## config.mk

```make
export PLATFORM = sky130hd
export DESIGN_NAME = vec_prio_ctrl
export DESIGN_NICKNAME = d
export VERILOG_FILES = /design/src/rtl/vpc_pkg.sv /design/src/rtl/vpc_top_bit.sv /design/src/rtl/vpc_datapath.sv /design/src/rtl/vpc_control.sv /design/src/rtl/vec_prio_ctrl.sv
export SDC_FILE = /design/constraint.sdc
export NUM_CORES = 2
export LEC_CHECK = 0
export ABC_AREA = 1
export CAP_MARGIN = 40
export CORE_MARGIN = 4
export CORE_UTILIZATION = 35
export DETAILED_ROUTE_END_ITERATION = 6
export REMOVE_ABC_BUFFERS = 1
export SLEW_MARGIN = 10
export SYNTH_ARGS = -nofsm -noshare
export SYNTH_HDL_FRONTEND = slang
export SYNTH_HIERARCHICAL = 1
export SYNTH_SLANG_ARGS = --single-unit
```

## constraint.sdc

```tcl
create_clock -name clk -period 30.9 [get_ports clk]
set_clock_uncertainty 0.05 [all_clocks]
set_input_delay 4.635 -clock clk [delete_from_list [all_inputs] [get_ports clk]]
set_output_delay 4.635 -clock clk [all_outputs]
set_load 0.02 [all_outputs]
```

## src/rtl/vpc_pkg.sv

```systemverilog
`timescale 1ns/1ps
package vpc_pkg;
  localparam int NUM_VEC = 256;
  localparam int VEC_W   = $clog2(NUM_VEC);
  localparam int CLS_LSB = 4;
  localparam int CLS_W   = VEC_W - CLS_LSB;
  localparam int SVR_W   = VEC_W + 1;

  typedef logic [VEC_W-1:0] vec_t;
  typedef logic [CLS_W-1:0] cls_t;

  // strobes from control to datapath, applied at the next clock edge
  typedef struct packed {
    logic setReq;    // record acceptVec as requested
    logic setLevel;  // trigger flag for the recorded vector
    logic takeReq;   // move top request into service
    logic dropSvc;   // retire top in-service vector
    logic wrTpr;
    logic wrSvr;
  } vpc_strobe_t;

  typedef enum logic [1:0] {
    ACK_TAKEN = 2'd0,
    ACK_SPUR  = 2'd1,
    ACK_NONE  = 2'd2
  } ack_kind_e;
endpackage

```

## src/rtl/vpc_top_bit.sv

```systemverilog
`timescale 1ns/1ps
module vpc_top_bit #(
  parameter int N = 256,
  parameter int W = $clog2(N)
) (
  input  logic [N-1:0] bits,
  output logic         any,
  output logic [W-1:0] idx
);
  // highest set bit wins: later iterations overwrite earlier ones
  always_comb begin
    any = 1'b0;
    idx = '0;
    for (int i = 0; i < N; i++) begin
      if (bits[i]) begin
        any = 1'b1;
        idx = W'(i);
      end
    end
  end
endmodule

```

## src/rtl/vpc_datapath.sv

```systemverilog
`timescale 1ns/1ps
module vpc_datapath
  import vpc_pkg::*;
(
  input  logic              clk,
  input  logic              rstN,
  input  vpc_strobe_t       stb,
  input  vec_t              accVec,
  input  logic [VEC_W-1:0]  tprIn,
  input  logic [SVR_W-1:0]  svrIn,
  output logic              reqAny,
  output vec_t              reqTop,
  output logic              reqTopLevel,
  output logic              accHit,
  output logic              svcAny,
  output logic [VEC_W-1:0]  tprQ,
  output logic [SVR_W-1:0]  svrQ,
  output logic [VEC_W-1:0]  procPrio
);
  logic [NUM_VEC-1:0] reqBits;
  logic [NUM_VEC-1:0] svcBits;
  logic [NUM_VEC-1:0] trgBits;
  vec_t svcTop;

  vpc_top_bit #(.N(NUM_VEC), .W(VEC_W)) u_reqEnc (
    .bits(reqBits), .any(reqAny), .idx(reqTop)
  );
  vpc_top_bit #(.N(NUM_VEC), .W(VEC_W)) u_svcEnc (
    .bits(svcBits), .any(svcAny), .idx(svcTop)
  );

  for (genvar g = 0; g < NUM_VEC; g++) begin : g_bit
    logic accHere, takeHere, dropHere;
    logic reqQ, svcQ, trgQ;
    assign accHere  = stb.setReq  && (accVec == vec_t'(g));
    assign takeHere = stb.takeReq && (reqTop == vec_t'(g));
    assign dropHere = stb.dropSvc && (svcTop == vec_t'(g));

    always_ff @(posedge clk or negedge rstN) begin
      if (!rstN) begin
        reqQ <= 1'b0;
        svcQ <= 1'b0;
        trgQ <= 1'b0;
      end else begin
        if (accHere) begin
          reqQ <= 1'b1;
          trgQ <= stb.setLevel;
        end else if (takeHere) begin
          reqQ <= 1'b0;
        end
        if (takeHere)      svcQ <= 1'b1;
        else if (dropHere) svcQ <= 1'b0;
      end
    end

    assign reqBits[g] = reqQ;
    assign svcBits[g] = svcQ;
    assign trgBits[g] = trgQ;
  end

  always_ff @(posedge clk or negedge rstN) begin
    if (!rstN) begin
      tprQ <= '0;
      svrQ <= SVR_W'(8'hFF);
    end else begin
      if (stb.wrTpr) tprQ <= tprIn;
      if (stb.wrSvr) svrQ <= svrIn;
    end
  end

  assign reqTopLevel = trgBits[reqTop];
  assign accHit      = reqBits[accVec];

  // processor priority from task priority and top in-service class
  cls_t svcCls, tprCls;
  always_comb begin
    svcCls = svcAny ? svcTop[VEC_W-1:CLS_LSB] : '0;
    tprCls = tprQ[VEC_W-1:CLS_LSB];
    if (tprCls >= svcCls) procPrio = tprQ;
    else                  procPrio = {svcCls, {CLS_LSB{1'b0}}};
  end
endmodule

```

## src/rtl/vpc_control.sv

```systemverilog
`timescale 1ns/1ps
module vpc_control
  import vpc_pkg::*;
#(
  parameter int COUNT_W = 16
) (
  input  logic               clk,
  input  logic               rstN,
  input  logic               acceptValid,
  input  logic               acceptLevel,
  input  logic               ackReq,
  input  logic               eoiReq,
  input  logic               tprWrite,
  input  logic               svrWrite,
  input  logic               reqAny,
  input  vec_t               reqTop,
  input  logic               reqTopLevel,
  input  logic               accHit,
  input  logic               svcAny,
  input  logic [VEC_W-1:0]   tprQ,
  input  logic [SVR_W-1:0]   svrQ,
  input  logic [VEC_W-1:0]   procPrio,
  output vpc_strobe_t        stb,
  output logic               intPending,
  output logic               ackDone,
  output vec_t               ackVector,
  output logic               ackLevel,
  output logic               ackSpur,
  output logic               ackNone,
  output logic [COUNT_W-1:0] newReqCount
);
  logic enabled, doAck, doEoi, doAcc, blocked;
  ack_kind_e kind;

  assign enabled = svrQ[SVR_W-1];
  assign doAck   = ackReq;
  assign doEoi   = eoiReq && !ackReq;
  assign doAcc   = acceptValid && !ackReq && !eoiReq;
  assign blocked = (tprQ != '0) && (reqTop <= tprQ);

  always_comb begin
    if (!enabled || !reqAny) kind = ACK_NONE;
    else if (blocked)        kind = ACK_SPUR;
    else                     kind = ACK_TAKEN;
  end

  always_comb begin
    stb          = '0;
    stb.setReq   = doAcc;
    stb.setLevel = acceptLevel;
    stb.takeReq  = doAck && (kind == ACK_TAKEN);
    stb.dropSvc  = doEoi && svcAny;
    stb.wrTpr    = tprWrite;
    stb.wrSvr    = svrWrite;
  end

  assign intPending = enabled && reqAny &&
    ((procPrio == '0) ||
     (reqTop[VEC_W-1:CLS_LSB] > procPrio[VEC_W-1:CLS_LSB]));

  always_ff @(posedge clk or negedge rstN) begin
    if (!rstN) begin
      ackDone   <= 1'b0;
      ackVector <= '0;
      ackLevel  <= 1'b0;
      ackSpur   <= 1'b0;
      ackNone   <= 1'b0;
    end else begin
      ackDone <= doAck;
      if (doAck) begin
        unique case (kind)
          ACK_TAKEN: begin
            ackVector <= reqTop;
            ackLevel  <= reqTopLevel;
            ackSpur   <= 1'b0;
            ackNone   <= 1'b0;
          end
          ACK_SPUR: begin
            ackVector <= svrQ[VEC_W-1:0];
            ackLevel  <= 1'b0;
            ackSpur   <= 1'b1;
            ackNone   <= 1'b0;
          end
          default: begin
            ackVector <= '0;
            ackLevel  <= 1'b0;
            ackSpur   <= 1'b0;
            ackNone   <= 1'b1;
          end
        endcase
      end
    end
  end

  always_ff @(posedge clk or negedge rstN) begin
    if (!rstN)                newReqCount <= '0;
    else if (doAcc && !accHit) newReqCount <= newReqCount + 1'b1;
  end
endmodule

```

## src/rtl/vec_prio_ctrl.sv

```systemverilog
`timescale 1ns/1ps
module vec_prio_ctrl
  import vpc_pkg::*;
#(
  parameter int COUNT_W = 16
) (
  input  logic                     clk,
  input  logic                     rstN,
  input  logic                     acceptValid,
  input  logic [vpc_pkg::VEC_W-1:0] acceptVec,
  input  logic                     acceptLevel,
  input  logic                     ackReq,
  input  logic                     eoiReq,
  input  logic                     tprWrite,
  input  logic [vpc_pkg::VEC_W-1:0] tprData,
  input  logic                     svrWrite,
  input  logic [vpc_pkg::SVR_W-1:0] svrData,
  output logic                     intPending,
  output logic [vpc_pkg::VEC_W-1:0] procPrio,
  output logic                     ackDone,
  output logic [vpc_pkg::VEC_W-1:0] ackVector,
  output logic                     ackLevel,
  output logic                     ackSpur,
  output logic                     ackNone,
  output logic [COUNT_W-1:0]       newReqCount
);
  vpc_strobe_t       stb;
  logic              reqAny, reqTopLevel, accHit, svcAny;
  vec_t              reqTop;
  logic [VEC_W-1:0]  tprQ;
  logic [SVR_W-1:0]  svrQ;

  vpc_datapath u_dp (
    .clk(clk), .rstN(rstN), .stb(stb), .accVec(acceptVec),
    .tprIn(tprData), .svrIn(svrData),
    .reqAny(reqAny), .reqTop(reqTop), .reqTopLevel(reqTopLevel),
    .accHit(accHit), .svcAny(svcAny), .tprQ(tprQ), .svrQ(svrQ),
    .procPrio(procPrio)
  );

  vpc_control #(.COUNT_W(COUNT_W)) u_ctl (
    .clk(clk), .rstN(rstN), .acceptValid(acceptValid),
    .acceptLevel(acceptLevel), .ackReq(ackReq), .eoiReq(eoiReq),
    .tprWrite(tprWrite), .svrWrite(svrWrite),
    .reqAny(reqAny), .reqTop(reqTop), .reqTopLevel(reqTopLevel),
    .accHit(accHit), .svcAny(svcAny), .tprQ(tprQ), .svrQ(svrQ),
    .procPrio(procPrio), .stb(stb), .intPending(intPending),
    .ackDone(ackDone), .ackVector(ackVector), .ackLevel(ackLevel),
    .ackSpur(ackSpur), .ackNone(ackNone), .newReqCount(newReqCount)
  );
endmodule

```

# After elaboration in Yosys (flattened, before gate mapping)
# Cells that the tools add are included.
[word_totals]
elab_cells = 4909
reg_bits = 813
in_bits = 33
output_inout_bits = 37
[classes]
reduce_logical = 1303
add_sub_neg = 1
mux = 2058
eq_ne = 766
n_lt_le_gt_ge = 5
[op_table]
columns = ["cell", "n"]
rows = [
  ["8-bit 2-to-1 mux", 509],
  ["8-bit equality test, second input constant", 384],
  ["1-bit 2-to-1 mux", 1544],
  ["8-bit by 7-bit equality test with 1-bit output, second input constant", 192],
  ["2-bit nonzero test", 512],
  ["1-bit logical AND", 777],
  ["8-bit by 6-bit equality test with 1-bit output, second input constant", 96],
  ["8-bit by 5-bit equality test with 1-bit output, second input constant", 48],
  ["8-bit by 4-bit equality test with 1-bit output, second input constant", 24],
  ["8-bit by 3-bit equality test with 1-bit output, second input constant", 12],
  ["8-bit by 2-bit equality test with 1-bit output, second input constant", 6],
  ["8-bit logical NOT", 4],
  ["8-bit by 1-bit equality test with 1-bit output, second input constant", 3],
  ["8-bit by 9-bit less-than comparator with 1-bit output, second input constant", 2],
  ["16-bit by 1-bit adder with 16-bit output, second input constant", 1],
  ["1-bit binary-select mux with 8-bit select", 2],
  ["8-bit case mux with 2 select lines", 1],
  ["8-bit <= comparator", 1],
  ["8-bit nonzero test", 1],
  ["1-bit logical NOT", 5],
  ["4-bit >= comparator", 1],
  ["4-bit > comparator", 1],
  ["4-bit 2-to-1 mux", 1],
  ["2-bit by 1-bit equality test with 1-bit output, second input constant", 1],
  ["other kinds (4)", 5],
]

# Longest topological paths before layout
[depth]
depth_word = 264
ltp_mapped = 276
mapped_depth_nobuf = 273

# By module
# The synthesis kept the hierarchy.
[by_module_without_submodules]
columns = ["module", "cells_each", "area_per_inst_um2", "instances", "seq_area_each_um2"]
rows = [
  ["vpc_datapath", 4637, 35820.6, 1, 19653.8],
  ["vpc_top_bit", 963, 4015.1, 2, 0.0],
  ["vpc_control", 224, 1786.7, 1, 700.7],
]

# Worst setup path after synthesis
# Ideal clock, no wire load.
[synth_timing]
path_kind = "reg-to-reg"
startpoint = "register u_dp.g_bit[2].reqQ"
endpoint = "register u_dp.g_bit[0].reqQ"
path_slack_ps = 17683
required_ps = 30727
setup_ps = 123
arrival_ps = 13044
synth_period_minus_slack_ps = 13217
stages_incl_launch_ff = 274
path_buffers = 2
path_cell_list = "dfrtp_1 > inv_1 > nand2_1 > nand2_1 > nand2_1 > nand2_1 > nand2_1 > nand2_1 > nand2_1 > nand2_1 > nand2_1 > nand2_1 > nand2_1 > nand2_1 > nand2_1 > nand2_1 > nand2_1 > nand2_1 > [... 238 more ...] > inv_1 > ha_1 > inv_1 > nand2_1 > nand2_1 > nand2_1 > nand2_1 > nand2_1 > nand2_1 > nand2_1 > buf_2 > a21boi_0 > clkinv_1 > nor3_1 > clkinv_1 > clkbuf_1 > o21ai_0 > nand2_1"
[synth_lines]
columns = ["element", "line_no", "text"]
rows = [
  ["from (decl)", "vpc_datapath.sv:34", "logic reqQ, svcQ, trgQ;"],
  ["from (signal assigned)", "vpc_datapath.sv:41", "reqQ <= 1'b0;"],
  ["from (signal assigned)", "vpc_datapath.sv:46", "reqQ <= 1'b1;"],
  ["from (signal assigned)", "vpc_datapath.sv:49", "reqQ <= 1'b0;"],
  ["to (signal assigned)", "vpc_datapath.sv:41", ""],
  ["to (signal assigned)", "vpc_datapath.sv:46", ""],
  ["to (signal assigned)", "vpc_datapath.sv:49", ""],
  ["to (decl)", "vpc_datapath.sv:34", ""],
]

==> impl_metrics.py <==
metrics = {
    "critical_path": {
        "path_depth": 274,
        "cp.required_ns": 31.43,
        "rr_worst_depth": 274,
        "worst_path_dominant_cell_family": "simple AND/OR/NAND/NOR gates",
        "worst_setup_path_start_kind": "register",
        "cp-end-kind": "register",
        "crit_path_top_delay_cell": "clkinv_1",
        "cp_common_cell": "nand2_1",
        "path_max_fanout": 26,
        "critPathArrivalTime_ns": 17.88,
        "crit_end": "u_dp/g_bit[113].reqQ",
        "reg2reg_slack_ns": 13.54,
        "worst_r2r_endpoint": "u_dp/g_bit[113].reqQ",
        "cp.buffers_inverters": 7,
        "worst-setup-path-type": "reg -> reg",
        "cp-startpoint": "u_dp/g_bit[2].reqQ",
        "reg2reg_from": "u_dp/g_bit[2].reqQ",
        "slowest_delay_ns": 0.57,
    },
    "timing": {
        "period_minus_slack_ns": 17.36,
        "slew_headroom_pct": 29.6,
        "period_share_pct": 56.2,
        "drv_slew": 0,
        "rsz0062_at_grt": "no",
        "finalSetupTns_ns": 0,
        "hold_violations": 0,
        "max_freq_ghz": 0.0576,
        "setup_viol": 0,
        "tightest_slew_ns": 1.06,
    },
    "yosys": {
        "synthCells": 6787,
        "ys_top_cells_by_area": "dfrtp_1, nand2_1, o21ai_0, inv_1, nor2_1",
        "ys_ff_latch": 813,
        "yosysWarnings": 6,
        "yosys.area.top_type": "dfrtp_1",
        "synth_edf_count": 0,
        "synth_area_per_cell_um2": 6.72,
        "synth.most_common_cell": "nand2_1",
        "synthTopCellsByCount": "nand2_1, o21ai_0, dfrtp_1",
        "synth_top_flop_cell": "dfrtp_1",
        "synthSimpleGateAreaFrac_pct": 31.8,
        "synth_top_family_by_area": "simple AND/OR/NAND/NOR gates",
        "synthXorXnorAreaFrac_pct": 0.249,
        "ys_seq_area_share_pct": 44.6,
        "synth_area_um2": 45600,
        "synth_top_area_share_pct": 44.1,
        "synth_fa_ha_area_share_pct": 0.466,
        "async_flop_share_pct": 100,
        "synth-compound-area-share_pct": 12.4,
        "ys_types": 40,
        "muxShareOfSynthArea_pct": 0.395,
    },
    "pwr": {
        "combPwrFrac_pct": 29.9,
        "swShare_pct": 38.7,
        "power_density_nw_per_um2": 63.7,
        "p_leak_nw": 26.6,
        "clkPwrFrac_pct": 34.0,
        "internal_power_mw": 2.03,
        "switching_power_mw": 1.28,
        "sequentialPowerShare_pct": 36.2,
        "peakVddDrop_mv": 0.0458,
    },
    "hold_path": {
        "hp-class": "reg -> reg",
    },
    "clock_network": {
        "post_cts_resized": 0,
        "ctsHtreeMaxLevel": 3,
        "root_buffer": "clkbuf_16",
        "cts_max_path_buffers": 3,
        "cts_made_buffers": 91,
        "clk_latency_ns": 0.70,
        "cts_tree": "done",
        "cts.sinks": 813,
        "clk_pin_slew_ns": 0.06,
        "ctsHoldBuffers": 0,
        "cts_setup_buffers": 0,
    },
    "grt": {
        "grt_use_total_pct": 27.7,
        "grt_start_max_net_pins": 169,
        "first_global_vias": 42700,
        "antenna_found_initial": 12,
        "grt_pass1_wl_um": 282000,
        "overflow": 0,
    },
    "drt": {
        "remaining_drc_errors": 6,
        "via_count": 45600,
        "dr.pass1.iters": 7,
        "vias_per_cell": 5.28,
        "post_drt_wl_per_cell_um": 22.3,
        "drt_iter0_markers": 5778,
        "drt-total-wl_um": 192000,
        "ant_nets": 0,
    },
    "die": {
        "die_w_um": 369,
        "initial_core_util_pct": 35.2,
        "num_rows": 132,
        "ioPinCount": 70,
        "dieArea_um2": 136000,
        "die_height_um": 369,
        "core_area_um2": 129000,
    },
    "placed_design": {
        "place_area_um2": 49000,
        "gp_congestion": 0.986,
        "dp_hpwl_um": 131000,
        "portBuffers": 69,
    },
    "outcome": {
        "failed_checks": "design-rule violations",
        "status": "finished, violations left",
    },
    "finish": {
        "area_delta_synth_final_pct": 14.0,
        "layout.nets": 6874,
        "drive_above_1_share_pct": 6.31,
        "final_design_area_no_fill_um2": 52000,
    },
    "run": {
        "maxCapViolations": 0,
    },
}
[power by group through the flow]
stage          registers (mW)  clock network [mW]  logic (mW)
4_1_cts                  1.20                1.14       0.958
2_1_floorplan            1.20                   0       0.471
3_3_place_gp             1.21                   0       0.924
6_report                 1.20                1.12       0.989
5_1_grt                  1.21                1.18        1.05
3_5_place_dp             1.22                   0       0.954
[final cells by class]
type | instances | area, µm²
well taps | 1742 | 2180
clock buffers | 128 | 2580
diodes | 5 | 12.5
clock inverters | 35 | 432
repair buffers | 207 | 2220
inverters | 810 | 3490
multi-input cells | 4901 | 20700
fillers | 13700 | 77500
flip-flops and latches | 813 | 20400
[layer usage]
metal | track usage, % | vias to the layer above | wire (µm)
li1 | - | 21100 | -
met1 | 38.0 | 21600 | 80200
met2 | 41.3 | 2451 | 81600
met3 | 6.84 | 520 | 20900
met4 | 12.3 | 10 | 9710
met5 | 0 | - | 65
[flip-flops by register name (all words and copies together) (netlist names)]
register and count:
u_dp/g_bit.svcQ 256, u_dp/g_bit.reqQ 256, u_dp/tprQ 8, u_dp/g_bit.trgQ 256, u_ctl/newReqCount 16, u_ctl/ackDone 1
u_dp/svrQ 9, u_ctl/ackNone 1, u_ctl/ackVector 8, u_ctl/ackSpur 1, u_ctl/ackLevel 1
[worst min-delay path by stage]
stage | slack, ns | end | from | cells after the start
after floorplan | 0.40 | u_dp/g_bit[27].trgQ | u_dp/g_bit[27].trgQ | 2
after global placement | 0.42 | u_dp/g_bit[231].trgQ | u_dp/g_bit[231].trgQ | 2
after detailed placement | 0.42 | u_dp/g_bit[235].trgQ | u_dp/g_bit[235].trgQ | 2
after CTS | 0.44 | u_dp/g_bit[235].trgQ | u_dp/g_bit[235].trgQ | 2
after global routing | 0.45 | u_dp/g_bit[254].trgQ | u_dp/g_bit[254].trgQ | 2
final | 0.43 | u_dp/g_bit[119].trgQ | u_dp/g_bit[119].trgQ | 2
[metrics by stage]
stage | hold slack (ns) | util [%] | setup WS (ns) | std cells | total power, mW
4_1_cts | 0.438 | 40.2 | 14.01 | 8636 | 3.30
5_1_grt | 0.449 | 40.2 | 11.39 | 8636 | 3.44
3_5_place_dp | 0.423 | 37.8 | 14.08 | 8473 | 2.17
3_3_place_gp | 0.417 | 37.2 | 13.45 | 8427 | 2.14
6_report | 0.430 | 40.2 | 13.54 | 8641 | 3.31
2_1_floorplan | 0.403 | - | 15.64 | 6524 | 1.67
[cells by family (layout without fill, tap and decap cells)]
| group | count (synthesis) | after routing |
|---|---|---|
| AND/OR/NAND/NOR | 3744 | 3744 |
| XOR/XNOR | 13 | 13 |
| buffers and inverters | 1073 | 1180 |
| other | 0 | 5 |
| multiplexers | 16 | 16 |
| adder cells (fa/ha/maj) | 17 | 17 |
| flip-flops | 813 | 813 |
| AO/OA/AOI/OAI | 1111 | 1111 |
[cells in the final DEF (no fill, tap or decap), types with 29 or more instances in the layout]
cell	instances
nor2_1	593
a21oi_1	44
o21ai_0	961
clkbuf_16	92
o21ai_1	61
inv_2	52
buf_4	98
nand2_1	2931
nand3_1	109
dfrtp_1	805
bufinv_8	32
inv_1	712
clkdlybuf4s50_1	66
nor3_1	29
[tightest hold or removal path, cell delays in order, from the launching register on]
cell	delay, ns
dfrtp_1	0.34
nand2_1	0.05
o21ai_0	0.06
(Power assumes the default switching activity.)
